===== config.mk =====
export PLATFORM = sky130hd
export DESIGN_NAME = tick_watchdog
export DESIGN_NICKNAME = d
export VERILOG_FILES = /design/src/rtl/wdt_pkg.sv /design/src/rtl/wdt_regs.sv /design/src/rtl/wdt_counter.sv /design/src/rtl/wdt_pulse.sv /design/src/rtl/tick_watchdog.sv
export SDC_FILE = /design/constraint.sdc
export NUM_CORES = 1
export LEC_CHECK = 0
export BUFFER_PORTS_ARGS = -buffer_cell sky130_fd_sc_hd__buf_2
export CAP_MARGIN = 0
export CELL_PAD_IN_SITES_DETAIL_PLACEMENT = 1
export CELL_PAD_IN_SITES_GLOBAL_PLACEMENT = 1
export CORE_MARGIN = 3
export CORE_UTILIZATION = 48
export CTS_BUF_LIST = sky130_fd_sc_hd__clkbuf_8
export CTS_CLUSTER_SIZE = 25
export DETAILED_ROUTE_END_ITERATION = 10
export PLACE_DENSITY = 0.9
export SYNTH_ARGS = -nofsm -noshare
export SYNTH_HDL_FRONTEND = slang
export SYNTH_SLANG_ARGS = --single-unit

===== constraint.sdc =====
create_clock -name clk -period 4.42 [get_ports clk]
set_clock_uncertainty 0.1 [all_clocks]
set_input_delay 0.221 -clock clk [delete_from_list [all_inputs] [get_ports clk]]
set_output_delay 0.221 -clock clk [all_outputs]
set_load 0.01 [all_outputs]

===== src/rtl/wdt_pkg.sv =====
package wdt_pkg;
  typedef enum logic [1:0] {
    SEL_ACT  = 2'd0,
    SEL_CTRL = 2'd1,
    SEL_CNT  = 2'd2,
    SEL_STAT = 2'd3
  } reg_sel_e;

  localparam int CTRL_MINUTE_BIT = 3;
  localparam int CTRL_KBD_BIT    = 2;
  localparam int CTRL_ROUTE_BIT  = 1;
  localparam int STAT_KBD_BIT    = 7;
  localparam int STAT_MOUSE_BIT  = 6;
  localparam int STAT_FLAG_BIT   = 4;
endpackage


===== src/rtl/wdt_regs.sv =====
module wdt_regs
  import wdt_pkg::*;
#(
  parameter int DW = 8
) (
  input  logic          clk,
  input  logic          rst_n,
  input  logic          wr,
  input  logic [1:0]    addr,
  input  logic [DW-1:0] wdata,
  input  logic [DW-1:0] count,
  input  logic          expire,
  output logic [DW-1:0] rdata,
  output logic          act,
  output logic          minute_unit,
  output logic          kbd_en,
  output logic          mouse_en,
  output logic          route_kbrst,
  output logic          cnt_load
);
  logic       act_q;
  logic [2:0] ctrl_q;
  logic       st_kbd_q, st_mouse_q, flag_q;
  reg_sel_e   sel;
  logic       unused_wbits;

  assign sel          = reg_sel_e'(addr);
  assign unused_wbits = wdata[5];

  always_ff @(posedge clk or negedge rst_n) begin
    if (!rst_n) begin
      act_q      <= 1'b0;
      ctrl_q     <= '0;
      st_kbd_q   <= 1'b0;
      st_mouse_q <= 1'b0;
      flag_q     <= 1'b0;
    end else begin
      if (wr && sel == SEL_ACT)  act_q  <= wdata[0];
      if (wr && sel == SEL_CTRL) ctrl_q <= wdata[CTRL_MINUTE_BIT:CTRL_ROUTE_BIT];
      if (wr && sel == SEL_STAT) begin
        st_kbd_q   <= wdata[STAT_KBD_BIT];
        st_mouse_q <= wdata[STAT_MOUSE_BIT];
      end
      if (expire)
        flag_q <= 1'b1;
      else if (wr && sel == SEL_STAT && !wdata[STAT_FLAG_BIT])
        flag_q <= 1'b0;
    end
  end

  always_comb begin
    rdata = '0;
    unique case (sel)
      SEL_ACT:  rdata[0] = act_q;
      SEL_CTRL: rdata[CTRL_MINUTE_BIT:CTRL_ROUTE_BIT] = ctrl_q;
      SEL_CNT:  rdata = count;
      SEL_STAT: begin
        rdata[STAT_KBD_BIT]   = st_kbd_q;
        rdata[STAT_MOUSE_BIT] = st_mouse_q;
        rdata[STAT_FLAG_BIT]  = flag_q;
      end
    endcase
  end

  assign act         = act_q;
  assign minute_unit = ctrl_q[2];
  assign kbd_en      = ctrl_q[1] | st_kbd_q;
  assign mouse_en    = st_mouse_q;
  assign route_kbrst = ctrl_q[0];
  assign cnt_load    = wr && sel == SEL_CNT;

  // an expiry always leaves the flag set
  p_flag_set_r4: assert property (@(posedge clk) disable iff (!rst_n)
    expire |=> flag_q);
  // a clearing write without a same-cycle expiry drops the flag
  p_flag_clear_r8: assert property (@(posedge clk) disable iff (!rst_n)
    (wr && sel == SEL_STAT && !wdata[STAT_FLAG_BIT] && !expire) |=> !flag_q);
endmodule


===== src/rtl/wdt_counter.sv =====
module wdt_counter #(
  parameter int DW = 8
) (
  input  logic          clk,
  input  logic          rst_n,
  input  logic          load,
  input  logic [DW-1:0] load_val,
  input  logic          tick,
  input  logic          evt,
  output logic [DW-1:0] count,
  output logic          expire
);
  localparam logic [DW-1:0] ONE = DW'(1);

  logic [DW-1:0] cnt_q, rel_q;
  logic          armed, reload, dec;

  assign armed  = cnt_q != '0;
  assign reload = armed && evt && !load;
  assign dec    = armed && tick && !load && !reload;
  assign expire = dec && cnt_q == ONE;

  always_ff @(posedge clk or negedge rst_n) begin
    if (!rst_n) begin
      cnt_q <= '0;
      rel_q <= '0;
    end else if (load) begin
      cnt_q <= load_val;
      rel_q <= load_val;
    end else if (reload) begin
      cnt_q <= rel_q;
    end else if (dec) begin
      cnt_q <= cnt_q - ONE;
    end
  end

  assign count = cnt_q;

  // a load takes the written value
  p_load_r2: assert property (@(posedge clk) disable iff (!rst_n)
    load |=> count == $past(load_val));
  // a stopped count stays stopped without a load
  p_hold_zero_r2: assert property (@(posedge clk) disable iff (!rst_n)
    (count == '0 && !load) |=> count == '0);
  // a plain tick lowers a running count by one
  p_dec_r3: assert property (@(posedge clk) disable iff (!rst_n)
    (tick && !load && !evt && count != '0) |=> count == $past(count) - ONE);
  // expiry leaves zero behind
  p_zero_after_expire_r4: assert property (@(posedge clk) disable iff (!rst_n)
    expire |=> count == '0);
endmodule


===== src/rtl/wdt_pulse.sv =====
module wdt_pulse #(
  parameter int LEN = 16
) (
  input  logic clk,
  input  logic rst_n,
  input  logic fire,
  output logic active
);
  localparam int PW = $clog2(LEN + 1);
  localparam logic [PW-1:0] LEN_V = PW'(LEN);

  logic [PW-1:0] left_q;

  always_ff @(posedge clk or negedge rst_n) begin
    if (!rst_n)              left_q <= '0;
    else if (fire)           left_q <= LEN_V;
    else if (left_q != '0)   left_q <= left_q - PW'(1);
  end

  assign active = left_q != '0;

  // a fire always starts the pulse on the next cycle
  p_pulse_start_r5: assert property (@(posedge clk) disable iff (!rst_n)
    fire |=> active);
  // the remaining length never exceeds the fixed length
  always_ff @(posedge clk)
    if (rst_n) p_pulse_bound_r5: assert (left_q <= LEN_V);
endmodule


===== src/rtl/tick_watchdog.sv =====
module tick_watchdog #(
  parameter int DW        = 8,
  parameter int PULSE_LEN = 16
) (
  input  logic          clk,
  input  logic          rst_n,
  input  logic          reg_wr,
  input  logic [1:0]    reg_addr,
  input  logic [DW-1:0] reg_wdata,
  output logic [DW-1:0] reg_rdata,
  input  logic          sec_tick,
  input  logic          min_tick,
  input  logic          kbd_evt,
  input  logic          mouse_evt,
  output logic          wdt_out_n,
  output logic          kbrst_n
);
  logic [DW-1:0] count;
  logic act, minute_unit, kbd_en, mouse_en, route_kbrst, cnt_load;
  logic expire, pulse_on, tick_sel, evt_any;

  assign tick_sel = minute_unit ? min_tick : sec_tick;
  assign evt_any  = (kbd_evt && kbd_en) || (mouse_evt && mouse_en);

  wdt_regs #(.DW(DW)) u_regs (
    .clk(clk), .rst_n(rst_n), .wr(reg_wr), .addr(reg_addr), .wdata(reg_wdata),
    .count(count), .expire(expire), .rdata(reg_rdata), .act(act),
    .minute_unit(minute_unit), .kbd_en(kbd_en), .mouse_en(mouse_en),
    .route_kbrst(route_kbrst), .cnt_load(cnt_load)
  );

  wdt_counter #(.DW(DW)) u_counter (
    .clk(clk), .rst_n(rst_n), .load(cnt_load), .load_val(reg_wdata),
    .tick(tick_sel), .evt(evt_any), .count(count), .expire(expire)
  );

  wdt_pulse #(.LEN(PULSE_LEN)) u_pulse (
    .clk(clk), .rst_n(rst_n), .fire(expire), .active(pulse_on)
  );

  assign wdt_out_n = !(pulse_on && act);
  assign kbrst_n   = !(pulse_on && act && route_kbrst);

  // the keyboard-reset pulse is never seen without the main pulse
  p_kbrst_sub_r6: assert property (@(posedge clk) disable iff (!rst_n)
    !kbrst_n |-> !wdt_out_n);
  // the outputs stay high when the block is not activated
  p_inactive_quiet_r5: assert property (@(posedge clk) disable iff (!rst_n)
    !act |-> (wdt_out_n && kbrst_n));
endmodule


[Word-level counts from Yosys, hierarchy flattened]
Cells that the tools add are included.
Storage, ports and cells
  register bits: 28
  input bits: 17
Cells by class
  multiplexer cells: 13
  equal/unequal tests: 4
  bitwise logic cells: 1
  add/subtract/negate cells: 2
  reduce and logical (&&, ||, !) cells: 27
Operators with widths (count)
  $mux 8: 3
  $logic_and 1x1->1: 15
  $mux 5: 2
  $eq 8x1->1 const B: 1
  $reduce_bool 8->1: 1
  $sub 8x1->8 const B: 1
  $pmux 3 s2: 1
  $logic_not 1->1: 5
  $reduce_bool 5->1: 1
  $sub 5x1->5 const B: 1
  $eq 2x2->1 const B: 2
  $mux 1: 4
  $pmux 1 s2: 2
  $pmux 2 s2: 1
  $reduce_bool 2->1: 2
  $reduce_bool 3->1: 1
  $eq 2x1->1 const B: 1
  $logic_not 2->1: 1
  $logic_or 1x1->1: 1
  $or 1x1->1: 1

[Depth between registers and ports, before layout]
  depth after elaboration: 10
  depth in mapped cells: 8
  gate-level depth less buffers: 7

[Modules after synthesis]
A second synthesis with hierarchy kept.
Second synthesis, totals
  cells, all modules: 181
  area, all modules: 1744.2 um^2
By module, submodules not included
  wdt_counter: seq. area each 400.4 um^2, cells an instance 113, times used 1, area each 1021.0 um^2
  wdt_regs: seq. area each 175.2 um^2, cells an instance 39, times used 1, area each 429.2 um^2
  wdt_pulse: seq. area each 125.1 um^2, cells an instance 25, times used 1, area each 261.5 um^2
  tick_watchdog: seq. area each 0.0 um^2, cells an instance 4, times used 1, area each 32.5 um^2

[Worst setup path after synthesis]
Ideal clock, no wire load.
  kind: flip-flop to flip-flop
  from: register u_counter.cnt_q[0] (netlist: u_counter.count[0])
  to: register u_counter.cnt_q[5] (netlist: u_counter.count[5])
  stages on the path, launching flop included: 8
  buffers on the path: 0
  arrival time: 1.739 ns
  required time: 4.193 ns
  period minus slack after synthesis: 1.966 ns
  setup slack: 2.454 ns
  path through: dfrtp_1 inv_1 ha_1 nor3b_2 a22oi_2 a31o_2 a21oi_1 o32a_2
On the way
  cells in the longest elaborated chain, start to end: 6
  elaborated cells between the ends (all ways): 12
  those cells by class: add/sub: 1; mux: 3; reduce/logical: 8
RTL lines
  from (decl): line wdt_counter.sv:15  | logic [DW-1:0] cnt_q, rel_q;
  from (signal assigned): line wdt_counter.sv:28  | cnt_q <= load_val;
  from (signal assigned): line wdt_counter.sv:31  | cnt_q <= rel_q;
  from (signal assigned): line wdt_counter.sv:33  | cnt_q <= cnt_q - ONE;
  parallel branches: the longest is 6 deep, another holds $sub 8x1->8
Several ways; the timed one is not identified. The select of a mux whose other input is x is not followed.
A chain may end at the register's enable or synchronous reset.

[Final worst setup path]
  from: register u_counter.cnt_q[0] (netlist: u_counter.count[0])
  to: register u_counter.cnt_q[3] (netlist: u_counter.count[3])
Same word-level chain as after synthesis.

==> flow_summary_export.csv <==
group,metric,value,unit
layout,final_core_util,59.6,%
placement,dp_hpwl,3570,um
synthesis,seq_area_frac_synth,41.8,%
power_and_ir_drop,p_leak,0.000920,uW
sta,worst_slack,2.00,ns
power_and_ir_drop,seqPwrFrac,42.6,%
critical_path,start_kind,"flip-flop",
cts,cts_root_buffer,"clkbuf_8",
drt,vias,1489,
power_and_ir_drop,power_frac_comb,38.1,%
power_and_ir_drop,power,1070,uW
global_routing,grt_util_all_layers,25.6,%
layout,fillers,405,
power_and_ir_drop,switching_share,39.5,%
sta,tightest_slew,0.805,ns
cts,clkTransAtPathRegs,0.10,ns
synthesis,syn-mean-instance-area,9.53,sq um
layout,nets,227,
critical_path,crit_path_end_kind,"flip-flop",
layout,area_growth,13.9,%
sta,timing.setup.tns,0,ns
layout,drive_gt1_share,25.7,%
sta,period_needed,2.42,ns
sta,fmax,413,MHz
cts,clk_latency,0.28,ns
cts,cts_buffers,3,
synthesis,yosys_warnings,0,
floorplanning,io_pins,27,
cts,cts_max_level,1,
synthesis,synth-edff-count,0,
global_routing,grt_antenna_before_repair,0,
cts,cts.path.max_buffers,2,
cts,tritoncts,"done",
sta,post-route-period-util,54.7,%
sta,setup_viol,0,
synthesis,synthFlopType,"dfrtp_1",
power_and_ir_drop,intPower,647,uW
placement,portBuffers,26,
synthesis,syn-instance-count,176,
critical_path,crit_required,4.49,ns
global_routing,grt_max_degree,29,
drt,viasPerCell,6.05,
critical_path,critPathKind,"flip-flop to flip-flop",
drt,firstDrtPassIters,4,
floorplanning,die-height,65.1,um
placement,place_area,1830,sq um
power_and_ir_drop,power_switching,423,uW
critical_path,reg2reg_slack,2.00,ns
global_routing,overflow,0,
synthesis,ys_types,47,
status,status,"finished, final reports clean",
floorplanning,fp-row-count,20,
drt,wire_per_inst,20.6,um
power_and_ir_drop,p_per_area,560,nW/um^2
sta,hold_violations,0,
placement,place.gp.congestion,0.926,
drt,drtIter0Drc,117,
drt,wirelength,5070,um
layout,final_common_cell,"nand2_1",
sta,grt_setup_unrepaired,"no",
power_and_ir_drop,irDropWorstVdd,0.271,mV
cts,cts.sinks,28,
worst_hold_path,hold_path.class,"primary input to flip-flop",
synthesis,synthArstFlopShare,100,%
cts,postCtsSetupBuffers,0,
floorplanning,die_x,65.1,um
sta,report.final.slew_viol_count,0,
power_and_ir_drop,p_clk_share,19.2,%
placement,dp_slack,2.10,ns
synthesis,syn_area,1680,sq um
drt,ant_nets,0,
layout,antenna_cells,0,
global_routing,grt_pass1_vias,1626,
floorplanning,start_util,52.4,%
job,cap_violations,0,
layout,final_cell_mix,"nand2_1, dfrtp_1, buf_2, mux2_2, nor2_1",
synthesis,syn_nets,200,
floorplanning,coreArea,3200,sq um
sta,slew_headroom,46.3,%
critical_path,cp.arrival,2.49,ns
global_routing,grt_pass1_wl,8280,um
synthesis,ys_seq_elements,28,
critical_path,cp_max_fo,9,
floorplanning,dieArea,4240,sq um
drt,drc,0,
layout,final_cell_area,1910,sq um
[sequential cells by signal, summed over array words and instances (netlist names)]
register and count:
u_counter.count 8, u_counter.rel_q 8, u_pulse.left_q 5, u_regs.ctrl_q 3, u_regs.act 1, u_regs.flag_q 1, u_regs.mouse_en 1, u_regs.st_kbd_q 1
[cells by family (layout without fill, tap and decap cells)]
group	after synthesis	count (layout)	share of synthesized area (%)
simple gates	75	75	22.4
compound gates	37	37	16.6
flops	28	28	41.8
mux	12	12	7.83
buf+inv	12	38	3.58
fa+ha+maj	7	7	5.22
xor+xnor	5	5	2.61
[timing repair]
action | in CTS | in global routing
gates resized for setup | 0 | 0
hold endpoints to repair | 28 | 0
hold buffers | 1 | 0
[worst max-delay path: stages, from the launching register on]
cell     delay [ns]
dfrtp_1        0.46
inv_1          0.10
ha_1           0.25
nor3b_2        0.21
a22oi_2        0.53
mux2i_1        0.24
o21ai_0        0.10
mux2_2         0.31
[per-stage QoR]
step / cells / hold WS (ns)
floorplan: 176 / -0.175
global placement: 241 / 0.164
detailed placement: 241 / 0.177
CTS: 246 / 0.0697
global route: 246 / 0.0864
finish: 246 / 0.0761
[final timing paths]
check	start	cells past startpoint	to
setup / recovery	u_counter.count[0]	7	u_counter.count[3]
max in group asynchronous	rst_n	2	u_pulse.left_q[2]
min in group asynchronous	rst_n	2	u_regs.ctrl_q[0]
hold / removal	reg_wdata[6]	3	u_counter.rel_q[6]
hold reg to reg	u_counter.rel_q[6]	2	u_counter.rel_q[6]
setup reg to reg	u_counter.count[0]	7	u_counter.count[3]
[routing by layer]
metal / track usage (%) / routed length [um] / vias to the layer above
li1: - / - / 679
met1: 31.7 / 2140 / 735
met2: 44.8 / 2560 / 62
met3: 3.93 / 275 / 13
met4: 9.59 / 92 / 0
met5: 0 / 0 / -
[power groups by stage]
stage,Combinational [uW],Sequential (uW),Clock (uW)
floorplan,310,409,0
global placement,364,440,0
detailed placement,394,450,0
CTS,406,449,208
global route,450,463,217
finish,408,456,206
[final cells by class]
class | instances | area, sq um | share of cell area (%)
multi-input combinational | 136 | 917 | 48.0
sequential | 28 | 701 | 36.7
timing repair buffer | 27 | 140 | 7.33
tap | 44 | 55.1 | 2.88
clock buffer | 3 | 41.3 | 2.16
clock inverter | 1 | 30.0 | 1.57
inverter | 7 | 26.3 | 1.38
[synth_stat cells (5+ instances only)]
library cell	number	area share, %
nand2_1	37	8.3
nor3_1	5	1.5
ha_1	7	5.2
inv_1	7	1.6
nor2_1	8	1.8
a21oi_1	5	1.5
mux2_2	9	6.0
o21ai_0	6	1.8
nand3_1	5	1.5
dfrtp_1	28	42
Note: power is estimated with default switching activity, not from simulation.
